===== config.mk =====
export PLATFORM = sky130hd
export DESIGN_NAME = async_fadd_engine
export DESIGN_NICKNAME = d
export VERILOG_FILES = /design/src/rtl/async_fadd_engine.sv
export SDC_FILE = /design/constraint.sdc
export NUM_CORES = 1
export LEC_CHECK = 0
export CAP_MARGIN = 20
export CELL_PAD_IN_SITES_DETAIL_PLACEMENT = 1
export CELL_PAD_IN_SITES_GLOBAL_PLACEMENT = 1
export CORE_MARGIN = 4
export CORE_UTILIZATION = 27
export CTS_CLUSTER_DIAMETER = 40
export CTS_CLUSTER_SIZE = 40
export DETAILED_ROUTE_END_ITERATION = 10
export GPL_TIMING_DRIVEN = 0
export PLACE_DENSITY_LB_ADDON = 0.12
export SYNTH_ARGS = -nofsm -noshare
export SYNTH_HDL_FRONTEND = slang
export SYNTH_SLANG_ARGS = --single-unit

===== constraint.sdc =====
create_clock -name clk -period 2.5 [get_ports clk]
set_clock_uncertainty 0.2 [all_clocks]
set_input_delay 0.5 -clock clk [delete_from_list [all_inputs] [get_ports clk]]
set_output_delay 0.5 -clock clk [all_outputs]
set_load 0.03 [all_outputs]

===== src/rtl/async_fadd_engine.sv =====
module async_fadd_engine #(
  parameter int DEPTH = 4,
  parameter int SPW   = 8
) (
  input  logic           clk,
  input  logic           rst_n,
  input  logic           cmd_valid,
  output logic           cmd_ready,
  input  logic [63:0]    cmd_word,
  output logic           err_pulse,
  output logic           req_valid,
  input  logic           req_ready,
  output logic [10:0]    req_addr,
  output logic [1:0]     req_size,
  output logic [21:0]    req_incr,
  output logic           req_wait,
  input  logic           resp_valid,
  input  logic [63:0]    resp_data,
  input  logic           resp_timeout,
  output logic           sp_we,
  output logic [SPW-1:0] sp_addr,
  output logic [63:0]    sp_wdata
);
  localparam int PW = (DEPTH > 1) ? $clog2(DEPTH) : 1;
  localparam int CW = $clog2(DEPTH + 1);

  logic [SPW-1:0] q_slot [DEPTH];
  logic [1:0]     q_size [DEPTH];
  logic [PW-1:0]  wr_ptr, rd_ptr;
  logic [CW-1:0]  count;

  wire len_ok   = cmd_word[55:48] == 8'd1;
  wire has_room = count < CW'(DEPTH);
  wire accept   = cmd_valid && cmd_ready;
  wire push     = accept && len_ok;
  wire pop      = resp_valid;

  assign cmd_ready = has_room && req_ready;
  assign req_valid = cmd_valid && len_ok && has_room;
  assign req_addr  = cmd_word[10:0];
  assign req_wait  = cmd_word[13];
  assign req_size  = cmd_word[12:11];
  assign req_incr  = cmd_word[35:14];

  function automatic logic [PW-1:0] bump(input logic [PW-1:0] p);
    return (p == PW'(DEPTH - 1)) ? '0 : p + 1'b1;
  endfunction

  function automatic logic [62:0] widen(input logic [63:0] v, input logic [1:0] sz);
    case (sz)
      2'd0:    return {{55{v[7]}},  v[7:0]};
      2'd1:    return {{47{v[15]}}, v[15:0]};
      2'd2:    return {{31{v[31]}}, v[31:0]};
      default: return v[62:0];
    endcase
  endfunction

  always_ff @(posedge clk) begin
    if (push) begin
      q_slot[wr_ptr] <= cmd_word[56 +: SPW];
      q_size[wr_ptr] <= cmd_word[12:11];
    end
  end

  always_ff @(posedge clk) begin
    if (!rst_n) begin
      wr_ptr    <= '0;
      rd_ptr    <= '0;
      count     <= '0;
      sp_we     <= 1'b0;
      err_pulse <= 1'b0;
      sp_addr   <= '0;
      sp_wdata  <= '0;
    end else begin
      if (push) wr_ptr <= bump(wr_ptr);
      if (pop)  rd_ptr <= bump(rd_ptr);
      count     <= count + CW'(push) - CW'(pop);
      err_pulse <= accept && !len_ok;
      sp_we     <= pop;
      if (pop) begin
        sp_addr  <= q_slot[rd_ptr];
        sp_wdata <= resp_timeout ? {1'b1, 63'd0}
                                 : {1'b0, widen(resp_data, q_size[rd_ptr])};
      end
    end
  end


  depth_bound_chk: assert property (@(posedge clk) disable iff (!rst_n)
    count <= CW'(DEPTH));

  full_stall_chk: assert property (@(posedge clk) disable iff (!rst_n)
    (count == CW'(DEPTH)) |-> !cmd_ready);

  resp_owner_chk: assert property (@(posedge clk) disable iff (!rst_n)
    resp_valid |-> count != '0);

  write_follows_chk: assert property (@(posedge clk) disable iff (!rst_n)
    resp_valid |=> sp_we);

  timeout_flag_chk: assert property (@(posedge clk) disable iff (!rst_n)
    (resp_valid && resp_timeout) |=> (sp_wdata[63] && sp_wdata[62:0] == '0));

  bad_len_chk: assert property (@(posedge clk) disable iff (!rst_n)
    (cmd_valid && cmd_ready && cmd_word[55:48] != 8'd1) |=> err_pulse);

  no_bad_issue_chk: assert property (@(posedge clk) disable iff (!rst_n)
    req_valid |-> cmd_word[55:48] == 8'd1);
endmodule


Word-level counts from Yosys, hierarchy flattened --
Memories as Yosys holds them, arrays and structs flattened. A register that Yosys moved wholly into a read port is not among the register bits. Cells that the tools add are included.
Word-level totals: register bits after elaboration 73, RAM bits 40, memories kept 2, output and inout bits 112, input bits 134, word-level logic and storage cells 35
Cells by class: add/subtract/negate cells 4, $lt $le $gt $ge 1, reduce and logical (&&, ||, !) cells 9, mux-type cells 8, equal/unequal tests 5
Memory list:
- q_slot | depth 4, bits a word 8, rd ports 1, clocked after Yosys merged registers in 1, wr ports 1, line 27 | logic [SPW-1:0] q_slot [DEPTH];
- q_size | depth 4, bits a word 2, rd ports 1, clocked after Yosys merged registers in 1, wr ports 1, line 28 | logic [1:0] q_size [DEPTH];
Operators by type and width (number):
- 63-bit one-hot mux with 3 select lines | 1
- 64-bit 2-to-1 mux | 1
- 8-bit by 1-bit equality test with 1-bit output, second input constant | 1
- 2-bit 2-to-1 mux | 4
- 2-bit equality test, second input constant | 3
- 1-bit logical AND | 6
- 2-bit by 1-bit adder with 2-bit output, second input constant | 2
- 3-bit by 1-bit adder with 3-bit output | 1
- 3-bit < comparator, second input constant | 1
- 3-bit by 1-bit subtractor with 3-bit output | 1
- 2-bit by 1-bit equality test with 1-bit output, second input constant | 1
- 1-bit logical NOT | 2
- 2-bit logical NOT | 1
- 1-bit 2-to-1 mux | 2

Logic depth before layout (Yosys ltp) --
Gate-level depths: netlist of run 1.
depth in word-level cells 6, depth in mapped cells 10, mapped depth without buffers 10

Worst setup path before layout of run 1 --
OpenSTA, ideal clock, no wires.
kind input -> register, start point input cmd_word[55], end point register count[2], required time 2.185 ns, path buffers 0, arrival 2.254 ns, stages 10, path slack -0.069 ns, setup time 0.115 ns, path through nor4b_1 > and3_1 > inv_1 > ha_1 > inv_1 > ha_1 > inv_1 > fa_1 > xnor2_1 > and2_1
Between the ends: cells in the longest elaborated chain, start to end 4
RTL lines:
- start, declared | line 9 | input logic [63:0] cmd_word,
- 8-bit by 1-bit equality test with 1-bit output | line 32 | wire len_ok = cmd_word[55:48] == 8'd1;
- 1-bit logical AND | line 35 | wire push = accept && len_ok;
- 3-bit by 1-bit adder with 3-bit output | line 77 | count <= count + CW'(push) - CW'(pop);
- 3-bit by 1-bit subtractor with 3-bit output | line 77
- end signal, assigned | line 77
- end, declared | line 30 | logic [CW-1:0] count;
No other way between the ends. A chain may end at the register's enable or synchronous reset.

Final worst setup path of run 1 --
start point input cmd_word[51], end point register count[2]
The elaborated chain is that of the path after synthesis.

==> results.ini, run 1 <==
[pwr]
ir_worst_vdd_v=0.000479
power.total_mw=5.35
p_per_area_nw_per_um2=683
power.leakage_nw=2.97

[layout]
multi_input_area_um2=1760
drive_gt1_frac=0.194
fin_nets=773
diodes=0
register_area_um2=2860
stdcell_area_um2=7830
area_growth_pct=57.2
fillers=1939

[sta]
report.final.slew_viol_count=0
period_minus_slack_ps=2410
slew-limit-headroom=0.453
hold_violations=0
rsz0062_at_grt=true
whs_ps=252
fmax_mhz=415
setup_ws_ps=90.7
tns_ps=0
final-setup-viol-count=0
fin_crit_sh=0.964
tightest_slew_ps=821

[synthesis]
syn_nets=555
avgSynthCellArea_um2=12.1
ys_ff_latch=123
yosys-top-cells-area=dfxtp_1 (33%), edfxtp_1 (24%), buf_4 (5.4%), o21ai_2 (4.9%), a221o_1 (4.6%)
yosys.area.top_type_share=0.333
synth_area_um2=4980
async_reset_ff_frac=0
ys.warnings.count=0
yosysSeqAreaShare=0.574
synth_edf_count=40
synth_area_leader_cell=dfxtp_1
synth.most_common_cell=dfxtp_1
synth-main-ff-cell=dfxtp_1
synth_cells=413
yosysUniqueCellTypes=37
synth_common_cells=dfxtp_1 (83), edfxtp_1 (40), nand2_1 (37), nor2_1 (37), buf_4 (36)

[clocking]
tritoncts=yes
cts.hold.buffers_added=0
ctsRootBufferMaster=clkbuf_16
path_clk_slew_ps=50
clockBufferDepth=2
cts_sinks=123
numCtsBuffers=17
htree_num_levels=4
clk_latency_ps=420

[place]
routabilityCongestion=0.707
place_ws_ps=-663
post-dp-hpwl_mm=10.9
portBuffers=197
dpl_cell_area_um2=7250

[floorplanning]
io_pins=246
die_x_um=144
num_rows=49
initial_core_util=0.276
dieArea_um2=20700
core-area_um2=18100
die_y_um=144

[detailed_routing]
ant_nets=0
wirelength_mm=14.4
drc_errors=0
wl_per_cell_um=16.5
detail_route.vias_per_cell=4.42
dr.pass1.iters=4
dr_total_vias=3860
drt_first_iter_violations=146

[critical_path]
worstPathMaxFanout=4
endpoint_kind=flip-flop
cp-start-kind=input pin
path_class=input pin to flip-flop
cp.required_ps=2610
crit_arrival_ps=2520

[flow_run]
drv_cap=0

[global_route]
grt_start_max_net_pins=17
overflow=0
grt_pass1_wl_mm=21.7
antenna_found_initial=0
first_global_vias=4062
grt_usage=0.139

[min_path]
hold_class=flip-flop to flip-flop

[run_status]
status=finished clean

[through the flow]
stage | cells | util
finish | 873 | 0.433
CTS | 872 | 0.432
global placement | 839 | 0.401
floorplan | 413 | -
detailed placement | 839 | 0.401
global route | 873 | 0.433
[sequential cells by signal, summed over array words and instances (netlist names), named ones only]
name       flops
count          3
q_size         8
rd_ptr         2
wr_ptr         2
q_slot        32
sp_wdata      64
sp_we          1
sp_addr        8
err_pulse      1
[cell type report]
cell class	count	share of cell area
well taps	229	0.0366
clock buffers	20	0.0570
plain buffers	58	0.0482
repair buffers	199	0.252
inverters	7	0.00335
multi-input cells	225	0.225
flip-flops and latches	123	0.365
clock inverters	12	0.0128
[metal layers]
metal  track usage  part of all wire
met3        0.0423             0.060
met5             0                 0
met4        0.0565             0.018
met2         0.232              0.49
met1         0.166              0.43
[worst paths after layout]
check                           slack (ps)      endpoint  cells past startpoint         start
worst min-delay path                   250  sp_wdata[32]                      2  sp_wdata[32]
worst min register to register         250  sp_wdata[32]                      2  sp_wdata[32]
worst max-delay path                    90      count[2]                     11  cmd_word[51]
worst max register to register         180  sp_wdata[48]                      5     flip-flop
[cells by family after synthesis]
logic type               synth area share
AO/OA/AOI/OAI                       0.117
multiplexers                       0.0756
buffers and inverters              0.0811
adder cells (fa/ha/maj)            0.0216
AND/OR/NAND/NOR                     0.127
XOR/XNOR                          0.00352
flip-flops                          0.574
[critical path: stages]
cell,delay (ps)
clkdlybuf4s50_1,440
nor4_4,170
and3_4,240
inv_2,50
ha_1,260
inv_1,60
ha_2,170
inv_2,40
fa_2,330
xnor2_1,120
and2_1,150
[report_power, final]
group	internal (mW)	total, mW	switching (mW)
logic	0.444	0.891	0.447
registers	2.15	2.20	0.0522
clock network	1.38	2.26	0.880
total	3.97	5.35	1.38
[what timing repair did]
item,in CTS,in global routing
pin swaps,5,2
setup endpoints to repair,6,11
resized for setup,21,3
setup buffers,1,1
[cell usage in the layout, fill, tap and decap left out, types with 7 or more instances in the layout]
| master | count |
|---|---|
| clkdlybuf4s50_1 | 186 |
| and2_1 | 7 |
| dlygate4sd2_1 | 9 |
| dfxtp_1 | 83 |
| mux2i_1 | 11 |
| clkbuf_16 | 17 |
| mux4_2 | 9 |
| clkbuf_1 | 14 |
| edfxtp_1 | 40 |
| a21oi_1 | 8 |
| nand2_1 | 37 |
| nor2b_1 | 32 |
| nor2_1 | 37 |
| buf_4 | 38 |
| a221o_1 | 23 |
| o21ai_2 | 28 |
(Power assumes the default switching activity.)
==> inputs of run 2 (changes only) <==
--- a/config.mk
+++ b/config.mk
@@ -13,7 +13,7 @@
 export CTS_CLUSTER_DIAMETER = 40
 export CTS_CLUSTER_SIZE = 40
 export DETAILED_ROUTE_END_ITERATION = 10
-export GPL_TIMING_DRIVEN = 0
+export GPL_TIMING_DRIVEN = 1
 export PLACE_DENSITY_LB_ADDON = 0.12
 export SYNTH_ARGS = -nofsm -noshare
 export SYNTH_HDL_FRONTEND = slang
==> results.ini, run 2 (same netlist as run 1, synthesis figures left out) <==
[run_status]
status=finished clean  ; unchanged

[clocking]
tritoncts=yes  ; unchanged
htree_num_levels=4  ; unchanged
numCtsBuffers=17  ; unchanged
post_cts_buffers=0  ; was 1
path_clk_slew_ps=60  ; was 50 ps
cts_sinks=123  ; unchanged
clk_latency_ps=410  ; was 420 ps
clockBufferDepth=2  ; unchanged
ctsRootBufferMaster=clkbuf_16  ; unchanged

[layout]
area_growth_pct=49.1  ; was 57.2%
reg_top3=sp_wdata: 64 flops, q_slot: 32 flops  ; unchanged
diodes=0  ; unchanged
fillers=1931  ; was 1939
largest_reg_flops=64  ; unchanged
drive_gt1_frac=0.197  ; was 0.194
multi_input_area_um2=1770  ; was 1760 um2
finalNonFillerCells=808  ; was 873
layout_commonest_cell=clkdlybuf4s50_1  ; unchanged
fin_nets=708  ; was 773
register_area_um2=2860  ; unchanged
mostFrequentLayoutCells=clkdlybuf4s50_1 (155), dfxtp_1 (83), edfxtp_1 (40)  ; was clkdlybuf4s50_1 (186), dfxtp_1 (83), edfxtp_1 (40)
regMostFlops=sp_wdata  ; unchanged

[critical_path]
cp.required_ps=2600  ; was 2610 ps
crit_arrival_ps=2500  ; was 2520 ps
cp_common_cell=inv_2  ; unchanged
path_buf_inv=4  ; unchanged
slowest_delay_ps=470  ; was 440 ps
endpoint_kind=flip-flop  ; unchanged
path_class=input pin to flip-flop  ; unchanged
critPathSlowestCell=clkdlybuf4s50_1  ; unchanged
crit_family=adder cells  ; unchanged
worstPathMaxFanout=2  ; was 4
cp_cell_sequence=clkdlybuf4s50_1 -> and3b_1 -> and3_4 -> inv_2 -> ha_1 -> inv_1 -> ha_2 -> inv_2 -> fa_2 -> xnor2_1 -> and2_1  ; was clkdlybuf4s50_1 -> nor4_4 -> and3_4 -> inv_2 -> ha_1 -> inv_1 -> ha_2 -> inv_2 -> fa_2 -> xnor2_1 -> and2_1
cp-start-kind=input pin  ; unchanged

[min_path]
hold_class=flip-flop to flip-flop  ; unchanged

[floorplanning]
io_pins=246  ; unchanged
core-area_um2=18100  ; unchanged
dieArea_um2=20700  ; unchanged
num_rows=49  ; unchanged
die_y_um=144  ; unchanged
initial_core_util=0.276  ; unchanged
die_x_um=144  ; unchanged

[place]
dp_cells=775  ; was 839
routabilityCongestion=0.699  ; was 0.707
post-dp-hpwl_mm=9.67  ; was 10.9 mm
portBuffers=164  ; was 197

[pwr]
power.leakage_nw=2.81  ; was 2.97 nW
comb_power_share=0.144  ; was 0.166
swShare=0.266  ; was 0.258
power.total_mw=5.23  ; was 5.35 mW
clkPwrFrac=0.435  ; was 0.422
seq_power_share=0.421  ; was 0.411
p_per_area_nw_per_um2=704  ; was 683 nW/um2
p_sw_mw=1.39  ; was 1.38 mW
intPower_mw=3.84  ; was 3.97 mW
ir_worst_vdd_v=0.000459  ; was 0.000479 V

[sta]
report.final.slew_viol_count=0  ; unchanged
final-setup-viol-count=0  ; unchanged
period_minus_slack_ps=2400  ; was 2410 ps
whs_ps=248  ; was 252 ps
hold_violations=0  ; unchanged
tightest_slew_ps=935  ; was 821 ps
fmax_mhz=417  ; was 415 MHz
fin_crit_sh=0.959  ; was 0.964
rsz0062_at_grt=false  ; was true
slew-limit-headroom=0.375  ; was 0.453

[detailed_routing]
ant_nets=0  ; unchanged
drc_errors=0  ; unchanged
dr_total_vias=3601  ; was 3860
wl_per_cell_um=16.5  ; about the same
dr.pass1.iters=4  ; unchanged
wirelength_mm=13.4  ; was 14.4 mm
drt_first_iter_violations=149  ; was 146
detail_route.vias_per_cell=4.46  ; was 4.42

[global_route]
grt_usage=0.129  ; was 0.139
overflow=0  ; unchanged
grt_start_max_net_pins=38  ; was 17
antenna_found_initial=0  ; unchanged
first_global_vias=3884  ; was 4062
grt_pass1_wl_mm=20.5  ; was 21.7 mm

[flow_run]
drv_cap=0  ; unchanged

[run 2: routing by layer]
metal  vias to the layer above  track usage  part of all wire
met5                         -            0                 0
met4                         0       0.0491             0.016
met3                        24       0.0399             0.056
met2                       132        0.215              0.48
met1                      1722        0.156              0.45
li1                       1723            -                 -
[run 2: layout make-up]
cell class	instances	area share
Clock inverter	14	0.0148
Clock buffer	18	0.0591
Inverter	7	0.00354
Multi-Input combinational cell	225	0.238
Timing Repair Buffer	192	0.261
Tap cell	229	0.0386
Sequential cell	123	0.385
[run 2: worst paths after layout]
check,start,to,slack (ps),cells past startpoint
worst max-delay path,req_ready,count[2],100,11
worst min-delay path,sp_wdata[62],sp_wdata[62],250,2
worst max register to register,count[2],count[2],240,10
worst min register to register,sp_wdata[62],sp_wdata[62],250,2
[run 2: worst min-delay path, stage by stage (launching register included)]
cell     delay [ps]
dfxtp_1         300
nand2_1          50
o21ai_1          50
[run 2: power by group through the flow]
| stage | Clock [mW] | Combinational, mW | Sequential [mW] |
|---|---|---|---|
| after floorplan | 0 | 0.354 | 2.37 |
| after global placement | 0 | 0.747 | 2.24 |
| after detailed placement | 0 | 0.760 | 2.25 |
| after CTS | 2.36 | 0.764 | 2.21 |
| after global routing | 2.46 | 0.809 | 2.22 |
| final | 2.28 | 0.754 | 2.20 |
[run 2: metrics by stage]
step / worst slack (ps) / cell area (um2) / util / setup TNS [ps]
final: 102 / 7430 / 0.411 / 0
after global routing: 1.92 / 7430 / 0.411 / 0
after CTS: 27.1 / 7380 / 0.408 / 0
after detailed placement: -481 / 6830 / 0.377 / -8840
after global placement: -434 / 6830 / 0.377 / -7150
after floorplan: 8.95 / 5000 / - / 0
[run 2: timing repair]
action                     CTS  global route
hold buffers                 0             0
resized for setup            3            11
setup endpoints to repair    2             3
pin swaps                    2             6
==> inputs of run 3 (changes only) <==
--- a/config.mk
+++ b/config.mk
@@ -9,7 +9,7 @@
 export CELL_PAD_IN_SITES_DETAIL_PLACEMENT = 1
 export CELL_PAD_IN_SITES_GLOBAL_PLACEMENT = 1
 export CORE_MARGIN = 4
-export CORE_UTILIZATION = 27
+export CORE_UTILIZATION = 23
 export CTS_CLUSTER_DIAMETER = 40
 export CTS_CLUSTER_SIZE = 40
 export DETAILED_ROUTE_END_ITERATION = 10
==> results.ini, run 3 (same netlist as run 1, synthesis figures left out) <==
[global_route]
grt_usage=0.115  ; was 0.129
first_global_vias=4010  ; was 3884
grt_pass1_wl_mm=21.4  ; was 20.5 mm
antenna_found_initial=0  ; unchanged
overflow=0  ; unchanged
grt_start_max_net_pins=33  ; was 38

[layout]
layout_commonest_cell=clkdlybuf4s50_1  ; unchanged
drive_gt1_frac=0.194  ; was 0.197
largest_reg_flops=64  ; unchanged
diodes=0  ; unchanged
stdcell_area_um2=7570  ; was 7430 um2
utilization=0.358  ; was 0.411
reg_top3=sp_wdata: 64 flops, q_slot: 32 flops  ; unchanged
regMostFlops=sp_wdata  ; unchanged
fin_nets=702  ; was 708
mostFrequentLayoutCells=clkdlybuf4s50_1 (156), dfxtp_1 (83), edfxtp_1 (40)  ; was clkdlybuf4s50_1 (155), dfxtp_1 (83), edfxtp_1 (40)
area_growth_pct=51.9  ; was 49.1%

[detailed_routing]
wl_met3_um=892  ; was 747 um
dr_total_vias=3638  ; was 3601
route.met2.wl_mm=6.86  ; was 6.36 mm
wirelength_mm=13.9  ; was 13.4 mm
detail_route.vias_per_cell=4.29  ; was 4.46
met1_length_mm=6.00  ; was 6.04 mm
dr.pass1.iters=4  ; unchanged
wl_per_cell_um=16.4  ; was 16.5 um
top_layer=met4  ; unchanged
drt_first_iter_violations=112  ; was 149
ant_nets=0  ; unchanged
drc_errors=0  ; unchanged

[sta]
slew-limit-headroom=0.613  ; was 0.375
final-setup-viol-count=0  ; unchanged
fmax_mhz=412  ; was 417 MHz
whs_ps=251  ; was 248 ps
report.final.slew_viol_count=0  ; unchanged
period_minus_slack_ps=2430  ; was 2400 ps
hold_violations=0  ; unchanged
fin_crit_sh=0.972  ; was 0.959
tightest_slew_ps=579  ; was 935 ps

[min_path]
min_path_cells=2  ; unchanged
min_to=sp_wdata[60]  ; was sp_wdata[62]
hp-start=sp_wdata[60]  ; was sp_wdata[62]
hold_class=flip-flop to flip-flop  ; unchanged

[clocking]
cts_sinks=123  ; unchanged
tritoncts=yes  ; unchanged
path_clk_slew_ps=60  ; about the same
clk_latency_ps=410  ; about the same
numCtsBuffers=17  ; unchanged
cts.hold.buffers_added=0  ; unchanged
clockBufferDepth=2  ; unchanged
post_cts_buffers=0  ; unchanged
ctsRootBufferMaster=clkbuf_16  ; unchanged
htree_num_levels=4  ; unchanged

[critical_path]
cp.required_ps=2610  ; was 2600 ps
reg2reg_slack_ps=240  ; about the same
crit_arrival_ps=2540  ; was 2500 ps
r2r_cells=5  ; was 10
r2r-end=sp_wdata[32]  ; was count[2]
path_class=input pin to flip-flop  ; unchanged
endpoint_kind=flip-flop  ; unchanged
worstPathMaxFanout=2  ; unchanged
cp-start-kind=input pin  ; unchanged

[floorplanning]
num_rows=53  ; was 49
initial_core_util=0.236  ; was 0.276
die_y_um=155  ; was 144 um
dieArea_um2=24100  ; was 20700 um2
die_x_um=155  ; was 144 um
io_pins=246  ; unchanged
core-area_um2=21200  ; was 18100 um2

[pwr]
power.leakage_nw=2.82  ; was 2.81 nW
ir_worst_vdd_v=0.000432  ; was 0.000459 V
p_per_area_nw_per_um2=730  ; was 704 nW/um2

[run_status]
status=finished clean  ; unchanged

[place]
dpl_cell_area_um2=6890  ; was 6830 um2
portBuffers=164  ; unchanged
routabilityCongestion=0.715  ; was 0.699
post-dp-hpwl_mm=9.96  ; was 9.67 mm

[flow_run]
drv_cap=0  ; unchanged

[run 3: layout make-up]
cell class / instances / area [um2]
Tap cell: 275 / 344
Clock inverter: 15 / 189
Clock buffer: 17 / 425
Inverter: 7 / 28.8
Fill cell: 2267 / 13600
Timing Repair Buffer: 186 / 1940
Multi-Input combinational cell: 225 / 1780
Sequential cell: 123 / 2860
[run 3: critical path: stages]
cell and delay [ps]:
clkdlybuf4s50_1 440, nor4_4 230, and3_4 240, inv_4 40
ha_4 200, inv_2 40, ha_2 160, inv_2 40
fa_2 360, xnor2_2 140, and2_1 150
[run 3: how the worst max path moves through the flow]
stage                 start  endpoint  slack (ps)
4_1_cts        cmd_word[54]  count[2]           4
6_report       cmd_word[53]  count[2]          70
2_1_floorplan  cmd_word[51]  count[2]           9
5_1_grt        cmd_word[48]  count[2]         -20
3_3_place_gp   cmd_word[55]  count[2]        -430
3_5_place_dp   cmd_word[55]  count[2]        -510
[run 3: stage by stage]
step                      worst slack [ps]  cells  power [mW]  TNS, ps
after detailed placement              -514    815        3.01    -4970
after global routing                 -15.6    848        5.77    -19.5
after CTS                             4.04    847        5.62        0
final                                 70.1    848        5.53        0
after floorplan                       8.95    413        2.72        0
after global placement                -432    815        3.00    -4450
[run 3: per-layer routing]
layer | track usage | vias to the layer above
li1 | - | 1725
met1 | 0.136 | 1767
met2 | 0.194 | 128
met3 | 0.0403 | 18
met4 | 0.0409 | 0
met5 | 0 | -
[run 3: report_power, final]
| part | total (mW) | internal, mW | switching (mW) |
|---|---|---|---|
| combinational | 0.768 | 0.394 | 0.374 |
| clock | 2.56 | 1.59 | 0.969 |
| sequential | 2.20 | 2.15 | 0.0565 |
| total | 5.53 | 4.13 | 1.40 |
[run 3: what timing repair did]
item,4_1_cts,5_1_grt
cloned,0,0
pin swaps,2,5
resized for setup,1,14
endpoints found under the setup margin,1,3
